==> src/rtl/sbm_burst.sv <==
module sbm_burst #(
  parameter int AW = 24,
  parameter int DW = 16,
  parameter int BW = 8
) (
  input  logic          clk,
  input  logic          rst_n,
  input  logic [4:0]    cfg_clk_div,
  input  logic [4:0]    cfg_latency,
  input  logic          cfg_psram,
  input  logic [2:0]    cfg_page_sel,
  input  logic          cfg_wait_pol,
  input  logic          cfg_wait_early,
  input  logic          cfg_clk_cont,
  input  logic          cfg_wr_burst,
  input  logic          req_valid,
  output logic          req_ready,
  input  logic [AW-1:0] req_addr,
  input  logic [BW-1:0] req_beats,
  input  logic          req_write,
  output logic          mem_clk,
  output logic          mem_cs_n,
  output logic          mem_adv_n,
  output logic          mem_we_n,
  output logic [AW-1:0] mem_addr,
  input  logic          mem_wait,
  output logic          beat,
  output logic          beat_last
);
  localparam int BPB = DW / 8;

  typedef enum logic [2:0] {S_IDLE, S_ADDR, S_LAT, S_DATA, S_GAP} st_t;

  st_t           st;
  logic [3:0]    ph;
  logic [4:0]    lat_cnt;
  logic [BW-1:0] rem;
  logic [AW-1:0] cur_addr;
  logic          wr_q, wait_q;

  logic [4:0]    div, lat_l;
  logic [10:0]   pmask;
  logic [AW-1:0] next_addr;
  logic          run, tick, wait_now, stall, split_hit, seg_end, accept;

  assign div   = (cfg_clk_div < 5'd2) ? 5'd2 : (cfg_clk_div > 5'd16) ? 5'd16 : cfg_clk_div;
  assign lat_l = (cfg_latency < 5'd2) ? 5'd2 : (cfg_latency > 5'd17) ? 5'd17 : cfg_latency;
  assign run   = cfg_clk_cont | (st != S_IDLE);
  assign tick  = ({1'b0, ph} >= div - 5'd1);
  assign mem_clk = run & ({1'b0, ph} < (div >> 1));

  assign wait_now = (mem_wait == cfg_wait_pol);
  assign stall    = cfg_wait_early ? wait_q : wait_now;
  assign beat      = (st == S_DATA) & tick & ~stall;
  assign beat_last = beat & (rem == BW'(1));

  always_comb begin
    case (cfg_page_sel)
      3'd1:    pmask = 11'd127;
      3'd2:    pmask = 11'd255;
      3'd3:    pmask = 11'd511;
      3'd4:    pmask = 11'd1023;
      default: pmask = 11'd0;
    endcase
  end

  assign next_addr = cur_addr + AW'(BPB);
  assign split_hit = cfg_psram & (pmask != 11'd0) & ((next_addr[10:0] & pmask) == 11'd0);
  assign seg_end   = (wr_q & ~cfg_wr_burst) | split_hit;

  assign req_ready = (st == S_IDLE) & (~cfg_clk_cont | tick);
  assign accept    = req_valid & req_ready;

  assign mem_cs_n  = (st == S_IDLE) | (st == S_GAP);
  assign mem_adv_n = (st != S_ADDR);
  assign mem_we_n  = ~(wr_q & ~mem_cs_n);
  assign mem_addr  = cur_addr;

  always_ff @(posedge clk or negedge rst_n) begin
    if (!rst_n) begin
      ph <= '0;
    end else if (!run || tick) begin
      ph <= '0;
    end else begin
      ph <= ph + 4'd1;
    end
  end

  always_ff @(posedge clk or negedge rst_n) begin
    if (!rst_n) begin
      wait_q <= 1'b0;
    end else if (st == S_IDLE) begin
      wait_q <= 1'b0;
    end else if (tick) begin
      wait_q <= wait_now;
    end
  end

  always_ff @(posedge clk or negedge rst_n) begin
    if (!rst_n) begin
      st       <= S_IDLE;
      lat_cnt  <= '0;
      rem      <= '0;
      cur_addr <= '0;
      wr_q     <= 1'b0;
    end else begin
      case (st)
        S_IDLE: if (accept) begin
          st       <= S_ADDR;
          cur_addr <= req_addr & ~AW'(BPB - 1);
          rem      <= (req_beats == '0) ? BW'(1) : req_beats;
          wr_q     <= req_write;
        end
        S_ADDR: if (tick) begin
          if (cfg_psram) begin
            st <= S_DATA;
          end else begin
            st      <= S_LAT;
            lat_cnt <= lat_l - 5'd1;
          end
        end
        S_LAT: if (tick) begin
          if (lat_cnt == 5'd1) st <= S_DATA;
          lat_cnt <= lat_cnt - 5'd1;
        end
        S_DATA: if (beat) begin
          rem      <= rem - BW'(1);
          cur_addr <= next_addr;
          if (rem == BW'(1)) begin
            st   <= S_IDLE;
            wr_q <= 1'b0;
          end else if (seg_end) begin
            st <= S_GAP;
          end
        end
        S_GAP: if (tick) st <= S_ADDR;
        default: st <= S_IDLE;
      endcase
    end
  end
endmodule


==> config.mk <==
export PLATFORM = sky130hd
export DESIGN_NAME = sbm_burst
export DESIGN_NICKNAME = d
export VERILOG_FILES = /design/src/rtl/sbm_burst.sv
export SDC_FILE = /design/constraint.sdc
export NUM_CORES = 1
export LEC_CHECK = 0
export BUFFER_PORTS_ARGS = -buffer_cell sky130_fd_sc_hd__buf_2
export CAP_MARGIN = 20
export CORE_MARGIN = 5
export CORE_UTILIZATION = 40
export DETAILED_ROUTE_END_ITERATION = 8
export PLACE_DENSITY = 0.66
export REMOVE_ABC_BUFFERS = 1
export SYNTH_ARGS = -nofsm -noshare
export SYNTH_HDL_FRONTEND = slang
export SYNTH_SLANG_ARGS = --single-unit
==> constraint.sdc <==
create_clock -name clk -period 5.1 [get_ports clk]
set_input_delay 0 -clock clk [delete_from_list [all_inputs] [get_ports clk]]
set_output_delay 0 -clock clk [all_outputs]
set_load 0.1 [all_outputs]
==> summary.md <==
| Metric | Value |
|---|---|
| Status | `completed` |
| Min-delay src | `req_addr[7]` |
| Initial Utilization | `0.409` |
| Delay of the slowest critical-path stage | `0.69 ns` |
| Yosys warnings | `0` |
| Worst path buffer plus inverter count | `1` |
| Top post-synthesis cells by count | `47 x a21oi_1, 45 x dfrtp_1, 43 x nand2_1, 40 x nor2_1, 23 x o21ai_0` |
| Critical Path, Cell by Cell | `buf_2 > o311ai_0 > ha_1 > xor2_1 > ha_1 > o21a_1 > o221ai_2 > nor4_2 > a31o_2 > o21ai_0 > a22o_1` |
| CTS Hold Bufs | `9` |
| Pins Over Slew Limit | `0` |
| Final hold slack | `0.00409 ns` |
| Crit path DAT | `3.23 ns` |
| Max-Cap Viols | `0` |
| Clock root buffer | `clkbuf_8` |
| Clock Pin Slew Worst Setup and Hold Paths | `0.08 ns` |
| Mapped Cells | `420` |
| Die Ht | `102 µm` |
| Pin count of the biggest net entering global routing | `53` |
| RR Startpoint | `ph[0]` |
| Core area | `0.00822 mm²` |
| Max VDD drop | `0.436 mV` |
| Post-CTS Setup Repair Bufs | `0` |
| Synth top area share | `0.335` |
| Critical path startpoint category | `primary input` |
| Synth top area cells | `dfrtp_1 34%, a21oi_1 7.0%, ha_1 5.6%` |
| Top-count cell post-synth | `a21oi_1` |
| Design area | `0.00400 mm²` |
| H-tree depth | `2` |
| Routed wire per std cell | `14.7 µm` |
| ANT nets after route | `0` |
| Fin Clk Skew | `0.00792 ns` |
| Part of the Yosys area used for sequential elements | `0.335` |
| Synth unique cells | `68` |
| First-pass GRT wire length | `15000 µm` |
| CTS tree | `yes` |
| Clock Sinks | `45` |
| Via density | `5.67` |
| Fmax | `329 MHz` |
| GRT Total Usage | `0.174` |
| Worst-Margin Slew | `0.794 ns` |
| Area grow syn2layout | `19.2%` |
| Critical path startpoint | `cfg_clk_div[2]` |
| Power per cell area | `701 mW/mm²` |
| Critical Path RT | `5.28 ns` |
| Drt drc | `0` |
| Worst Hold Class | `in2reg` |
| Gr ovfl total | `0` |
| Syn Area/Cell | `7.99 µm²` |
| Vias | `3419` |
| Post-cts resize count | `0` |
| Crit-path slowest cell | `a31o_2` |
| Tmin final | `3.04 ns` |
| Overall die area | `0.0103 mm²` |
| Fraction of layout cells with a size suffix above 1 | `0.213` |
| Critical path's top delay family | `compound AO/OA/AOI/OAI gates` |
| Post-synth top area cell | `dfrtp_1` |
| Buffers on Ports | `83` |
| HPWL after DPL | `6390 µm` |
| Core Rows | `33` |
| Pre-Repair DR Iteration Count | `4` |
| Final Wtd Congestion | `0.843` |
| Layout net count | `568` |
| Netlist Area Pre-Place | `0.00336 mm²` |
| CTS Buf Count | `5` |
| RSZ-0062 raised after global routing | `no` |
| Vias in the first global route | `3258` |
| P_leak | `1.71 nW` |
| N_diodes | `0` |
| Clock Latency Late Sink | `0.29 ns` |
| Antenna violations before repair | `0` |
| Die width | `102 µm` |
| PnR Total Power | `2.80 mW` |
| Top_reg_cell synth | `dfrtp_1` |
| Detailed Route WL | `8840 µm` |
| Asr flop ratio synth | `1.00` |
| Yosys reg bits | `45` |
| Setup violators final | `0` |
| Boundary Pins | `86` |
| Worst Setup End Kind | `register` |
| Critical path peak fanout | `39` |
| EDFF count, synth | `0` |
| CP most frequent cell | `ha_1` |
| Worst Path Class, Setup | `in2reg` |
| Fin crit share | `0.597` |
| DRT iter0 DRCs | `206` |
| Endpoints failing hold | `0` |
| Relative slew slack | `0.471` |
| Placed cell areas | `0.00379 mm²` |
| CTS max path bufs | `2` |
-- routing by layer --
metal | global-route usage | vias to the layer above | wire, µm
met4 | 0.0317 | 0 | 31
met5 | 0 | - | 0
li1 | - | 1707 | -
met1 | 0.231 | 1601 | 4060
met3 | 0.0399 | 4 | 644
met2 | 0.292 | 107 | 4110
-- layout by cell type, fill, tap and decap left out, types with 4 or more instances in the layout --
master         instances
a21oi_1               47
a2bb2oi_1              4
a31oi_1               10
buf_2                 83
clkbuf_8               6
dfrtp_1               45
dlygate4sd3_1          9
ha_1                  15
inv_1                 14
nand2_1               43
nand2b_1               6
nand3_1               16
nand4_1                5
nor2_1                40
nor3_1                12
nor4_1                 5
o21ai_0               23
o21ai_1               21
o22a_1                 5
o22ai_1               10
or3_1                  6
xnor2_1                4
-- sequential cells by signal, summed over array words and instances (netlist names) --
register,cells
st,3
wr_q,1
rem,8
ph,4
mem_addr,23
wait_q,1
lat_cnt,5
-- final timing paths --
check	depth (start not counted)	endpoint	slack [ns]
setup / recovery	11	rem[0]	2.06
max in group asynchronous	3	rem[0]	4.32
min in group asynchronous	2	mem_addr[11]	0.24
setup reg to reg	8	mem_addr[3]	2.30
hold reg to reg	1	mem_addr[16]	0.52
hold / removal	3	mem_addr[7]	0.004
-- power by group --
part | switching [mW] | internal, mW
combinational | 1.36 | 0.451
sequential | 0.241 | 0.527
clock | 0.117 | 0.108
total | 1.72 | 1.09
-- metrics by stage --
step | utilization | TNS, ns | setup WS [ns] | instances
2_1_floorplan | - | -0.0675 | -0.0675 | 395
3_3_place_gp | 0.461 | 0 | 1.66 | 585
3_5_place_dp | 0.461 | 0 | 1.64 | 585
4_1_cts | 0.482 | 0 | 1.94 | 601
5_1_grt | 0.487 | 0 | 1.70 | 603
6_report | 0.487 | 0 | 2.06 | 603
-- tightest hold or removal path, delay by kind of cell --
family	cells	cell delay [ns]
buf+inv	1	0.07
mux	1	0.05
compound gates	1	0.13
-- layout make-up --
class | count | area, µm²
clock buffer | 7 | 86.3
fill | 842 | 4220
inverter | 14 | 52.6
multi-input combinational | 336 | 2050
sequential | 45 | 1130
tap | 105 | 131
timing repair buffer | 96 | 559
-- cell families after synthesis --
group                    Yosys count  share of synthesized area
adder cells (fa/ha/maj)           15                     0.0559
flip-flops                        45                      0.335
AO/OA/AOI/OAI                    152                      0.285
XOR/XNOR                           6                     0.0157
other                              1                    0.00112
multiplexers                       5                     0.0157
AND/OR/NAND/NOR                  157                      0.236
buffers and inverters             39                     0.0552
Power figures use the tool's default switching activity.
